$ cat src/rtl/lcd2w_pkg.sv
package lcd2w_pkg;

   // bits carried by one nibble write after the leading zeros:
   // marker, select, four data bits, trailing align zero
   localparam int unsigned LCD2W_NIB_W     = 4;
   localparam int unsigned LCD2W_TAIL_BITS = LCD2W_NIB_W + 3;

   typedef enum logic [2:0] {
      PH_IDLE   = 3'd0,
      PH_LOW    = 3'd1,
      PH_HIGH   = 3'd2,
      PH_STROBE = 3'd3,
      PH_SETTLE = 3'd4
   } lcd2w_phase_e;

   function automatic int unsigned lcd2w_max(input int unsigned a, input int unsigned b);
      return (a > b) ? a : b;
   endfunction

endpackage

$ cat src/rtl/lcd2w_timer.sv
// Down counter shared by every timed phase. A phase that loads N-1
// lasts N cycles; expired is high in the last one.
module lcd2w_timer #(
   parameter int unsigned CNT_W = 6
) (
   input  logic             clk,
   input  logic             rst_n,
   input  logic             load,
   input  logic [CNT_W-1:0] load_val,
   output logic             expired
);

   logic [CNT_W-1:0] cnt_q;

   always_ff @(posedge clk or negedge rst_n) begin
      if (!rst_n) begin
         cnt_q <= '0;
      end else if (load) begin
         cnt_q <= load_val;
      end else if (cnt_q != '0) begin
         cnt_q <= cnt_q - CNT_W'(1);
      end
   end

   assign expired = (cnt_q == '0);

endmodule

$ cat src/rtl/lcd2w_framer.sv
// Holds the bits still to be sent after the one on the line. The bit
// on the line at acceptance is always a leading zero, so the register
// keeps only what follows it.
module lcd2w_framer
   import lcd2w_pkg::*;
#(
   parameter int unsigned LEAD_FIRST = 7,
   parameter int unsigned LEAD_NEXT  = 6,
   parameter int unsigned FRAME_W    = LEAD_FIRST + LCD2W_TAIL_BITS - 1,
   parameter int unsigned IDX_W      = 4
) (
   input  logic                   clk,
   input  logic                   rst_n,
   input  logic                   load,
   input  logic                   advance,
   input  logic                   rs,
   input  logic [LCD2W_NIB_W-1:0] nibble,
   output logic                   next_bit,
   output logic                   last
);

   logic [LCD2W_TAIL_BITS-1:0] tail_w;
   logic [IDX_W-1:0]           lead_sel;
   logic [FRAME_W-1:0]         frame_q;
   logic [IDX_W-1:0]           remain_q;

   // tail in send order, earliest bit at index 0
   assign tail_w[0] = 1'b1;
   assign tail_w[1] = rs;
   for (genvar g = 0; g < LCD2W_NIB_W; g++) begin : g_nib
      assign tail_w[2 + g] = nibble[LCD2W_NIB_W - 1 - g];
   end
   assign tail_w[LCD2W_TAIL_BITS-1] = 1'b0;

   // the zero run after reset may be longer than between writes
   if (LEAD_FIRST == LEAD_NEXT) begin : g_lead_fixed
      assign lead_sel = IDX_W'(LEAD_FIRST);
   end else begin : g_lead_two
      logic first_q;
      always_ff @(posedge clk or negedge rst_n) begin
         if (!rst_n) begin
            first_q <= 1'b1;
         end else if (load) begin
            first_q <= 1'b0;
         end
      end
      assign lead_sel = first_q ? IDX_W'(LEAD_FIRST) : IDX_W'(LEAD_NEXT);
   end

   always_ff @(posedge clk or negedge rst_n) begin
      if (!rst_n) begin
         frame_q  <= '0;
         remain_q <= '0;
      end else if (load) begin
         frame_q  <= FRAME_W'(tail_w) << (lead_sel - IDX_W'(1));
         remain_q <= lead_sel + IDX_W'(LCD2W_TAIL_BITS);
      end else if (advance) begin
         frame_q <= frame_q >> 1;
         if (remain_q != '0) begin
            remain_q <= remain_q - IDX_W'(1);
         end
      end
   end

   assign next_bit = frame_q[0];
   assign last     = (remain_q == IDX_W'(1));

endmodule

$ cat src/rtl/lcd2w_seq.sv
// Phase sequencer: low/high shift clock phases, enable strobe, settle.
// All outputs are registered, so the pins never glitch.
module lcd2w_seq
   import lcd2w_pkg::*;
#(
   parameter int unsigned CLK_HI_CYC = 4,
   parameter int unsigned CLK_LO_CYC = 4,
   parameter int unsigned STROBE_CYC = 46,
   parameter int unsigned SETTLE_CYC = 10,
   parameter int unsigned CNT_W      = 6
) (
   input  logic             clk,
   input  logic             rst_n,
   input  logic             req_valid,
   input  logic             tm_expired,
   input  logic             fr_last,
   input  logic             fr_next_bit,
   output logic             tm_load,
   output logic [CNT_W-1:0] tm_val,
   output logic             fr_load,
   output logic             fr_advance,
   output logic             ser_data,
   output logic             ser_clk,
   output logic             busy,
   output logic             done
);

   localparam bit HAS_SETTLE = (SETTLE_CYC != 0);
   localparam int unsigned SETTLE_LD = HAS_SETTLE ? SETTLE_CYC - 1 : 0;
   localparam logic [CNT_W-1:0] LD_LO  = CNT_W'(CLK_LO_CYC - 1);
   localparam logic [CNT_W-1:0] LD_HI  = CNT_W'(CLK_HI_CYC - 1);
   localparam logic [CNT_W-1:0] LD_STB = CNT_W'(STROBE_CYC - 1);
   localparam logic [CNT_W-1:0] LD_SET = CNT_W'(SETTLE_LD);

   lcd2w_phase_e ph_q, ph_d;
   logic         data_d, sclk_d, busy_d, done_d;

   always_comb begin
      ph_d       = ph_q;
      data_d     = ser_data;
      sclk_d     = ser_clk;
      busy_d     = busy;
      done_d     = 1'b0;
      tm_load    = 1'b0;
      tm_val     = '0;
      fr_load    = 1'b0;
      fr_advance = 1'b0;
      unique case (ph_q)
         PH_IDLE: begin
            if (req_valid) begin
               ph_d    = PH_LOW;
               busy_d  = 1'b1;
               data_d  = 1'b0;
               sclk_d  = 1'b0;
               fr_load = 1'b1;
               tm_load = 1'b1;
               tm_val  = LD_LO;
            end
         end
         PH_LOW: begin
            if (tm_expired) begin
               ph_d    = PH_HIGH;
               sclk_d  = 1'b1;
               tm_load = 1'b1;
               tm_val  = LD_HI;
            end
         end
         PH_HIGH: begin
            if (tm_expired) begin
               sclk_d     = 1'b0;
               fr_advance = 1'b1;
               tm_load    = 1'b1;
               if (fr_last) begin
                  ph_d   = PH_STROBE;
                  data_d = 1'b1;
                  tm_val = LD_STB;
               end else begin
                  ph_d   = PH_LOW;
                  data_d = fr_next_bit;
                  tm_val = LD_LO;
               end
            end
         end
         PH_STROBE: begin
            if (tm_expired) begin
               data_d = 1'b0;
               if (HAS_SETTLE) begin
                  ph_d    = PH_SETTLE;
                  tm_load = 1'b1;
                  tm_val  = LD_SET;
               end else begin
                  ph_d   = PH_IDLE;
                  busy_d = 1'b0;
                  done_d = 1'b1;
               end
            end
         end
         PH_SETTLE: begin
            if (tm_expired) begin
               ph_d   = PH_IDLE;
               busy_d = 1'b0;
               done_d = 1'b1;
            end
         end
         default: begin
            ph_d   = PH_IDLE;
            busy_d = 1'b0;
            data_d = 1'b0;
            sclk_d = 1'b0;
         end
      endcase
   end

   always_ff @(posedge clk or negedge rst_n) begin
      if (!rst_n) begin
         ph_q     <= PH_IDLE;
         ser_data <= 1'b0;
         ser_clk  <= 1'b0;
         busy     <= 1'b0;
         done     <= 1'b0;
      end else begin
         ph_q     <= ph_d;
         ser_data <= data_d;
         ser_clk  <= sclk_d;
         busy     <= busy_d;
         done     <= done_d;
      end
   end

endmodule

$ cat src/rtl/lcd2w_writer.sv
module lcd2w_writer
   import lcd2w_pkg::*;
#(
   parameter int unsigned CLK_HI_CYC = 4,
   parameter int unsigned CLK_LO_CYC = 4,
   parameter int unsigned STROBE_CYC = 46,
   parameter int unsigned SETTLE_CYC = 10,
   parameter int unsigned LEAD_FIRST = 7,
   parameter int unsigned LEAD_NEXT  = 6
) (
   input  logic                   clk,
   input  logic                   rst_n,
   input  logic                   req_valid,
   input  logic                   req_rs,
   input  logic [LCD2W_NIB_W-1:0] req_nibble,
   output logic                   busy,
   output logic                   done,
   output logic                   ser_data,
   output logic                   ser_clk
);

   localparam int unsigned MAX_CYC = lcd2w_max(lcd2w_max(CLK_HI_CYC, CLK_LO_CYC),
                                               lcd2w_max(STROBE_CYC, SETTLE_CYC));
   localparam int unsigned CNT_W   = (MAX_CYC < 2) ? 1 : $clog2(MAX_CYC);
   localparam int unsigned FRAME_W = LEAD_FIRST + LCD2W_TAIL_BITS - 1;
   localparam int unsigned IDX_W   = $clog2(LEAD_FIRST + LCD2W_TAIL_BITS + 1);

   // elaboration-time parameter checks
   if (CLK_HI_CYC < 1) begin : g_bad_hi
      $error("lcd2w_writer: CLK_HI_CYC must be at least 1");
   end
   if (CLK_LO_CYC < 1) begin : g_bad_lo
      $error("lcd2w_writer: CLK_LO_CYC must be at least 1");
   end
   if (STROBE_CYC < 1) begin : g_bad_stb
      $error("lcd2w_writer: STROBE_CYC must be at least 1");
   end
   if (LEAD_FIRST < 7) begin : g_bad_lead_first
      $error("lcd2w_writer: LEAD_FIRST below 7 cannot clear an unknown register");
   end
   if (LEAD_NEXT < 6) begin : g_bad_lead_next
      $error("lcd2w_writer: LEAD_NEXT below 6 leaves the enable stage set");
   end
   if (LEAD_NEXT > LEAD_FIRST) begin : g_bad_lead_order
      $error("lcd2w_writer: LEAD_NEXT may not exceed LEAD_FIRST");
   end

   logic             tm_load, tm_expired;
   logic [CNT_W-1:0] tm_val;
   logic             fr_load, fr_advance, fr_next_bit, fr_last;

   lcd2w_timer #(
      .CNT_W (CNT_W)
   ) u_timer (
      .clk      (clk),
      .rst_n    (rst_n),
      .load     (tm_load),
      .load_val (tm_val),
      .expired  (tm_expired)
   );

   lcd2w_framer #(
      .LEAD_FIRST (LEAD_FIRST),
      .LEAD_NEXT  (LEAD_NEXT),
      .FRAME_W    (FRAME_W),
      .IDX_W      (IDX_W)
   ) u_framer (
      .clk      (clk),
      .rst_n    (rst_n),
      .load     (fr_load),
      .advance  (fr_advance),
      .rs       (req_rs),
      .nibble   (req_nibble),
      .next_bit (fr_next_bit),
      .last     (fr_last)
   );

   lcd2w_seq #(
      .CLK_HI_CYC (CLK_HI_CYC),
      .CLK_LO_CYC (CLK_LO_CYC),
      .STROBE_CYC (STROBE_CYC),
      .SETTLE_CYC (SETTLE_CYC),
      .CNT_W      (CNT_W)
   ) u_seq (
      .clk         (clk),
      .rst_n       (rst_n),
      .req_valid   (req_valid),
      .tm_expired  (tm_expired),
      .fr_last     (fr_last),
      .fr_next_bit (fr_next_bit),
      .tm_load     (tm_load),
      .tm_val      (tm_val),
      .fr_load     (fr_load),
      .fr_advance  (fr_advance),
      .ser_data    (ser_data),
      .ser_clk     (ser_clk),
      .busy        (busy),
      .done        (done)
   );

endmodule

$ cat config.mk
export PLATFORM = sky130hd
export DESIGN_NAME = lcd2w_writer
export DESIGN_NICKNAME = d
export VERILOG_FILES = /design/src/rtl/lcd2w_pkg.sv /design/src/rtl/lcd2w_timer.sv /design/src/rtl/lcd2w_framer.sv /design/src/rtl/lcd2w_seq.sv /design/src/rtl/lcd2w_writer.sv
export SDC_FILE = /design/constraint.sdc
export NUM_CORES = 1
export LEC_CHECK = 0
export BUFFER_PORTS_ARGS = -buffer_cell sky130_fd_sc_hd__buf_4
export CORE_MARGIN = 2
export CORE_UTILIZATION = 53
export DETAILED_ROUTE_END_ITERATION = 7
export PLACE_DENSITY = 0.74
export SLEW_MARGIN = 20
export SYNTH_ARGS = -nofsm -noshare
export SYNTH_HDL_FRONTEND = slang
export SYNTH_HIERARCHICAL = 1
export SYNTH_SLANG_ARGS = --single-unit
export TNS_END_PERCENT = 1
$ cat constraint.sdc
create_clock -name clk -period 2.91 [get_ports clk]
set_clock_uncertainty 0.05 [all_clocks]
set_input_delay 0.1455 -clock clk [delete_from_list [all_inputs] [get_ports clk]]
set_output_delay 0.1455 -clock clk [all_outputs]
set_load 0.05 [all_outputs]
==> key figures, run 1 <==
Final layout
  – Final-stage net count: around 200
  – Layout Cells excl Fill: around 230
  – Area Growth Syn to Fin: 10.6%
  – N_diodes: 0
  – Layout cell share with drive strength beyond 1: 0.208
  – Number of fill cells: about 260

STA
  – Max Slew Vio Count: 0
  – Final hold slack: 15.2 ps
  – Final setup vio count: 0
  – Rel. slew slack: 0.626
  – Crit path time final: approximately 2500 ps
  – RSZ-0062 raised after global routing: no
  – Actual slew at the worst max-slew pin: about 560 ps
  – Fmax: roughly 0.4 GHz
  – Fin. Hold Viols: 0
  – Final worst path period share: 0.861
  – Setup TNS: 0 ps

Clock tree
  – Root Buffer: clkbuf_4
  – Setup Buffers After CTS: 0
  – Max Buffers Root-to-Sink: 2
  – H-Tree Depth: 2
  – CTS buffer count: 5
  – Cts hold-fix bufs: 1
  – CTS tree: built
  – CTS sink cnt: 31
  – Clk_lat worst skew: approximately 340 ps
  – CTS resizes: 0
  – Worst-path clk slew: around 100 ps

Floorplanning
  – Die Ht: between 60 and 70 um
  – CORE AREA: ~3000 um2
  – Starting Density: 0.563
  – Die ar.: ~3700 um2
  – Die width: 61.2 um
  – I/O pins: 12
  – Std-Cell Rows: 20

Detailed routing
  – Routed WL: between 3000 and 4000 um
  – Per-cell routed wire length: 14.0 um
  – Routed Antenna Nets: 0
  – 1st-pass router iterations: 5
  – Number of vias per cell: around 5.6
  – Routed vias: between 1,000 and 1,500
  – DRC errors left: 0
  – Initial DRC count: 44

Placed design
  – Dpl cells: about 220
  – PortBufs: 11
  – Final HPWL DP: 2110 um
  – Routability cong.: 0.840

Setup path
  – Setup crit start kind: flip-flop
  – Critical path capture point type: flip-flop
  – R2R depth: 7
  – Worst reg2reg setup slack: ~400 ps
  – Critical path peak fanout: 25
  – Worst path arrival time: 2700 ps
  – WP data required: slightly above 3000 ps
  – Setup Crit Path Kind: flip-flop to flip-flop

GRT
  – Met3 Usage GRT: 0.0441
  – First-pass GRT wire length: between 5000 and 6000 um
  – Met1 usage: 0.240
  – M2 GR Usage: 0.322
  – Vias in the first global route: approximately 1,200
  – Busiest grt layer: met2
  – All-layer global routing usage: 0.199
  – Largest net degree at the start of global routing: 32
  – Initial antenna violation count: 0
  – Grt ovf: 0

Synth
  – Post-Synthesis Cells: around 170
  – Seq/Total Area, Yosys: 0.448
  – Ys flop type: dfrtp_1
  – Ys Warns: 6
  – Top post-synthesis cells by area: dfrtp_1 (43%), mux2i_1 (6.9%), a21oi_1 (4.0%), ha_1 (3.6%), nor2_1 (2.8%)
  – Post-synth top area cell: dfrtp_1
  – Post-synth top area share: 0.433
  – EDFF count, synth: 0
  – Distinct cells, synth: 48
  – Syn nets: between 150 and 200
  – Synth Cell Area: 1730 um2
  – Avg Inst Size Synth: 10.0 um2
  – Count leader, synth: dfrtp_1
  – Post-synth top cells: dfrtp_1 (30), a21oi_1 (14), nor2_1 (13)
  – Synthesized flop and latch total: 31
  – Ys async rst share: 1.00

Pwr
  – Logic pwr share: 0.401
  – Sw frac: 0.388
  – Leakage Power: just over 0.8 nW
  – Max rail drop VDD: 0.566 mV
  – Power Internal: between 1 and 1.5 mW
  – Clk pwr share: 0.191
  – Switching power: approximately 730 uW
  – PwrDens: roughly 1000 nW/um2
  – Part of the power in registers: 0.409

Hold path
  – Worst Hold Path Cells: 3
  – Min-Delay Path Class: primary input to flip-flop

Run status
  – Outcome: finished clean

Flow run
  – Max-Cap Viols: 0
final timing paths:
path | startpoint | endpoint
setup / recovery | u_timer/cnt_q[4]$_DFFE_PN0P_ | u_framer/frame_q[5]$_DFFE_PN0P_
min in group asynchronous | rst_n | u_framer/remain_q[1]$_DFFE_PN0P_
setup reg to reg | u_timer/cnt_q[4]$_DFFE_PN0P_ | u_framer/frame_q[5]$_DFFE_PN0P_
max in group asynchronous | rst_n | u_framer/g_lead_two.first_q$_DFFE_PN1P_
hold / removal | req_nibble[0] | u_framer/frame_q[11]$_DFFE_PN0P_
hold reg to reg | u_framer/frame_q[3]$_DFFE_PN0P_ | u_framer/frame_q[2]$_DFFE_PN0P_
flip-flops by register name (all words and copies together) (netlist names):
register,cells
u_framer/frame_q,13
u_timer/cnt_q,6
u_framer/remain_q,4
u_seq/ph_q,3
u_framer/g_lead_two.first_q,1
u_seq/busy,1
u_seq/done,1
u_seq/ser_clk,1
u_seq/ser_data,1
per-stage QoR:
stage                     power, mW  cell area [um2]  utilization  setup WS, ps
final                          1.88             1920        0.623           406
after global routing           2.02             1920        0.623           202
after CTS                      1.88             1920        0.623           402
after detailed placement       1.52             1820        0.591           404
after global placement         1.47             1820        0.591           535
after floorplan                1.34             1730            -           154
power by group through the flow:
stage          combinational [mW]  clock (mW)  sequential [mW]
2_1_floorplan               0.558           0            0.785
3_3_place_gp                0.710           0            0.762
3_5_place_dp                0.746           0            0.775
4_1_cts                     0.755       0.363            0.767
5_1_grt                     0.844       0.379            0.794
6_report                    0.752       0.358            0.767
cell usage in the layout, fill, tap and decap left out, drive strengths merged, types with 3 or more instances in the layout:
cell type	instances
nor2	13
a21oi	14
buf	14
nor2b	6
mux2i	12
xnor2	3
dfrtp	30
nand2	11
inv	9
o21ai	5
nand3	3
nor3	6
ha	5
nor3b	3
o31ai	4
clkbuf	6
a211oi	6
area by class of cell:
type / count / area (um2) / share of cell area
multi-input combinational: 120 / 850 / 0.443
sequential: 31 / 777 / 0.405
clock buffer: 6 / 51.3 / 0.0268
tap: 44 / 55.1 / 0.0287
clock inverter: 2 / 35.0 / 0.0183
inverter: 9 / 33.8 / 0.0176
timing repair buffer: 15 / 115 / 0.0601
worst max-delay path: stages, from the launching register on:
cell and delay [ps]:
dfrtp_1 440, nor4_2 380, and2_4 320, nand2_1 180, nor3_2 200, buf_4 310, mux2_2 370, o21a_1 160
layer usage:
metal / part of all wire / vias up
met5: 0 / -
met4: 0.017 / 0
met3: 0.044 / 6
met2: 0.49 / 30
met1: 0.45 / 612
li1: - / 632
cells by family (layout without fill, tap and decap cells):
family / Yosys count / after routing / share of synthesized area
simple gates: 55 / 55 / 0.180
other cells: 1 / 1 / 0.00216
flops: 31 / 31 / 0.448
compound gates: 43 / 43 / 0.175
buf+inv: 22 / 32 / 0.0671
mux: 13 / 13 / 0.0758
fa+ha+maj: 5 / 5 / 0.0361
xor+xnor: 3 / 3 / 0.0152
(Power assumes the default switching activity.)
==> run 2: changes to the inputs <==
- BUFFER_PORTS_ARGS: -buffer_cell sky130_fd_sc_hd__buf_4 -> -buffer_cell sky130_fd_sc_hd__buf_2
- clock period: 2.91 -> 2.1 ns (I/O delays scaled with it)
==> run 2 against run 1 <==
Sequential cell count is the same. Count of clock-buffer cells in the layout increased by 1. Critical path depth is 1 lower. First-iteration DRC count up 120%. Non-clock buffer count is 19 higher. Worst setup slack lost 400 ps. Die area stayed put. Via count is 7.0% higher. Total power is 43% higher. Fmax grew 20%. Worst hold slack gained 27 ps. Critical path type unchanged. Critical endpoint is now u_framer/remain_q[3]$_DFFE_PN0P_. Largest power group is now combinational logic.
==> key figures, run 2 (synthesis results as in run 1) <==
Run status
  – Outcome: finished clean

Final layout
  – Area Growth Syn to Fin: 19.5%
  – Max reg flops: 13
  – N_diodes: 0
  – Largest registers: u_framer/frame_q (13), u_timer/cnt_q (6), u_framer/remain_q (4)
  – Biggest register: u_framer/frame_q
  – Layout Cells excl Fill: about 250
  – Most frequent cells in the layout: dfrtp_1 (29), buf_4 (16), a21oi_1 (14)
  – Final-stage net count: 214
  – Layout Utilization: 0.673
  – Commonest non-fill, non-tap cell in the layout: dfrtp_1
  – Layout cell share with drive strength beyond 1: 0.292
  – Final instance area: 2070 um2

Detailed routing
  – DRC errors left: 0
  – Per-cell routed wire length: ~14 um
  – 1st-pass router iterations: 4
  – Routed WL: ~3400 um
  – Routed vias: 1,370
  – Met1 WL: between 1500 and 2000 um
  – WL met2: 1660 um
  – Number of vias per cell: ~5.6
  – Met3 wire len: 103 um
  – Initial DRC count: 96
  – Top Metal Used: met4
  – Routed Antenna Nets: 0

STA
  – Actual slew at the worst max-slew pin: ~680 ps
  – Fin. Hold Viols: 0
  – Final worst path period share: 0.997
  – Crit path time final: about 2100 ps
  – Setup TNS: 0 ps
  – Max Slew Vio Count: 0
  – Final setup vio count: 0
  – RSZ-0062 raised after global routing: yes
  – Final hold slack: 42.0 ps
  – Rel. slew slack: 0.543
  – Fmax: between 0.4 and 0.5 GHz

Setup path
  – Critical path capture point type: flip-flop
  – Setup Crit Path Kind: flip-flop to flip-flop
  – CP delay by family, top: simple AND/OR/NAND/NOR gates
  – Worst path arrival time: ~2300 ps
  – CP Cell Sequence: nor4_4, and2_4, nand2_4, nor3_4, or4b_4, a211o_1
  – Reg-to-reg startpoint: u_timer/cnt_q[4]$_DFFE_PN0P_
  – Critical path peak fanout: 4
  – Setup crit start kind: flip-flop
  – Critical Path Start: u_timer/cnt_q[4]$_DFFE_PN0P_
  – Critical path's largest stage delay: 490 ps
  – Critical path buffer and inverter count: 0
  – Slowest stage cell, crit path: or4b_4
  – WP data required: between 2000 and 2500 ps

Placed design
  – PortBufs: 11
  – Dpl cells: 230
  – Routability cong.: between 0.7 and 0.8
  – Final HPWL DP: approximately 2300 um
  – Cell area after placement: approximately 1900 um2

Clock tree
  – CTS buffer count: 5
  – Root Buffer: clkbuf_4
  – Clk_lat worst skew: between 300 and 400 ps
  – Worst-path clk slew: about 100 ps
  – CTS sink cnt: 31
  – Max Buffers Root-to-Sink: 2
  – H-Tree Depth: 2
  – CTS tree: built

Pwr
  – PwrDens: about 1300 nW/um2
  – Leakage Power: about 0.9 nW
  – Max rail drop VDD: roughly 0.64 mV

GRT
  – Vias in the first global route: between 1,000 and 1,500
  – First-pass GRT wire length: between 5000 and 6000 um
  – All-layer global routing usage: 0.210
  – Initial antenna violation count: 0
  – Largest net degree at the start of global routing: 32
  – Grt ovf: 0

Floorplanning
  – Std-Cell Rows: 20
  – Starting Density: 0.563
  – CORE AREA: roughly 3000 um2
  – Die width: just over 60 um
  – Die Ht: ~61 um
  – I/O pins: 12
  – Die ar.: between 3000 and 4000 um2

Flow run
  – Max-Cap Viols: 0

Hold path
  – Hold path start: req_nibble[2]
  – Min-Delay Path Class: primary input to flip-flop
## run 2: changes by cell type in the layout (fill, tap and decap cells not counted), moves of 2 or more
cell / before / now
buf_4: 14 / 16
buf_6: 0 / 2
dlygate4sd3_1: 1 / 4
buf_2: 0 / 11
## run 2: power by group
part | leakage (nW) | internal [mW] | switching [mW]
sequential | 0.369 | 0.843 | 0.231
clock | 0.0353 | 0.162 | 0.204
combinational | 0.492 | 0.610 | 0.638
## run 2: area by class of cell
cell class                      instances  area, um2
Fill cell                             247       1010
Timing Repair Buffer                   34        258
Multi-Input combinational cell        120        886
Clock inverter                          1       5.00
Clock buffer                            7       55.1
Inverter                                9       33.8
Tap cell                               44       55.1
Sequential cell                        31        778
## run 2: worst paths after layout
kind	to	slack [ps]	depth (start not counted)
hold / removal	u_framer/frame_q[8]$_DFFE_PN0P_	40	3
min in group asynchronous	u_framer/remain_q[0]$_DFFE_PN0P_	290	2
hold reg to reg	u_seq/busy$_DFFE_PN0P_	490	2
setup reg to reg	u_framer/remain_q[3]$_DFFE_PN0P_	7	6
setup / recovery	u_framer/remain_q[3]$_DFFE_PN0P_	7	6
max in group asynchronous	u_timer/cnt_q[4]$_DFFE_PN0P_	1220	2
## run 2: worst min-delay path, delay by kind of cell
| kind | cells | cell delay (ps) |
|---|---|---|
| muxes | 1 | 50 |
| buffers and inverters | 1 | 90 |
| AOI/OAI and AO/OA | 1 | 140 |
## run 2: routing by layer
metal	vias up	global-route usage
met5	-	0
met4	0	0.0870
met3	5	0.0630
met2	15	0.337
met1	675	0.264
li1	675	-
## run 2: what timing repair did
item,4_1_cts,5_1_grt
endpoints found under the hold margin,33,0
setup endpoints to repair,3,16
pin swaps,2,4
hold buffers,4,0
buffers inserted,0,4
resized for setup,0,10
## run 2: stage by stage
step / setup WS, ps / power [mW]
after floorplan: -335 / 1.89
after global placement: 67.4 / 2.13
after detailed placement: 10.7 / 2.20
after CTS: -4.36 / 2.58
after global routing: -52.3 / 2.89
final: 7.26 / 2.69
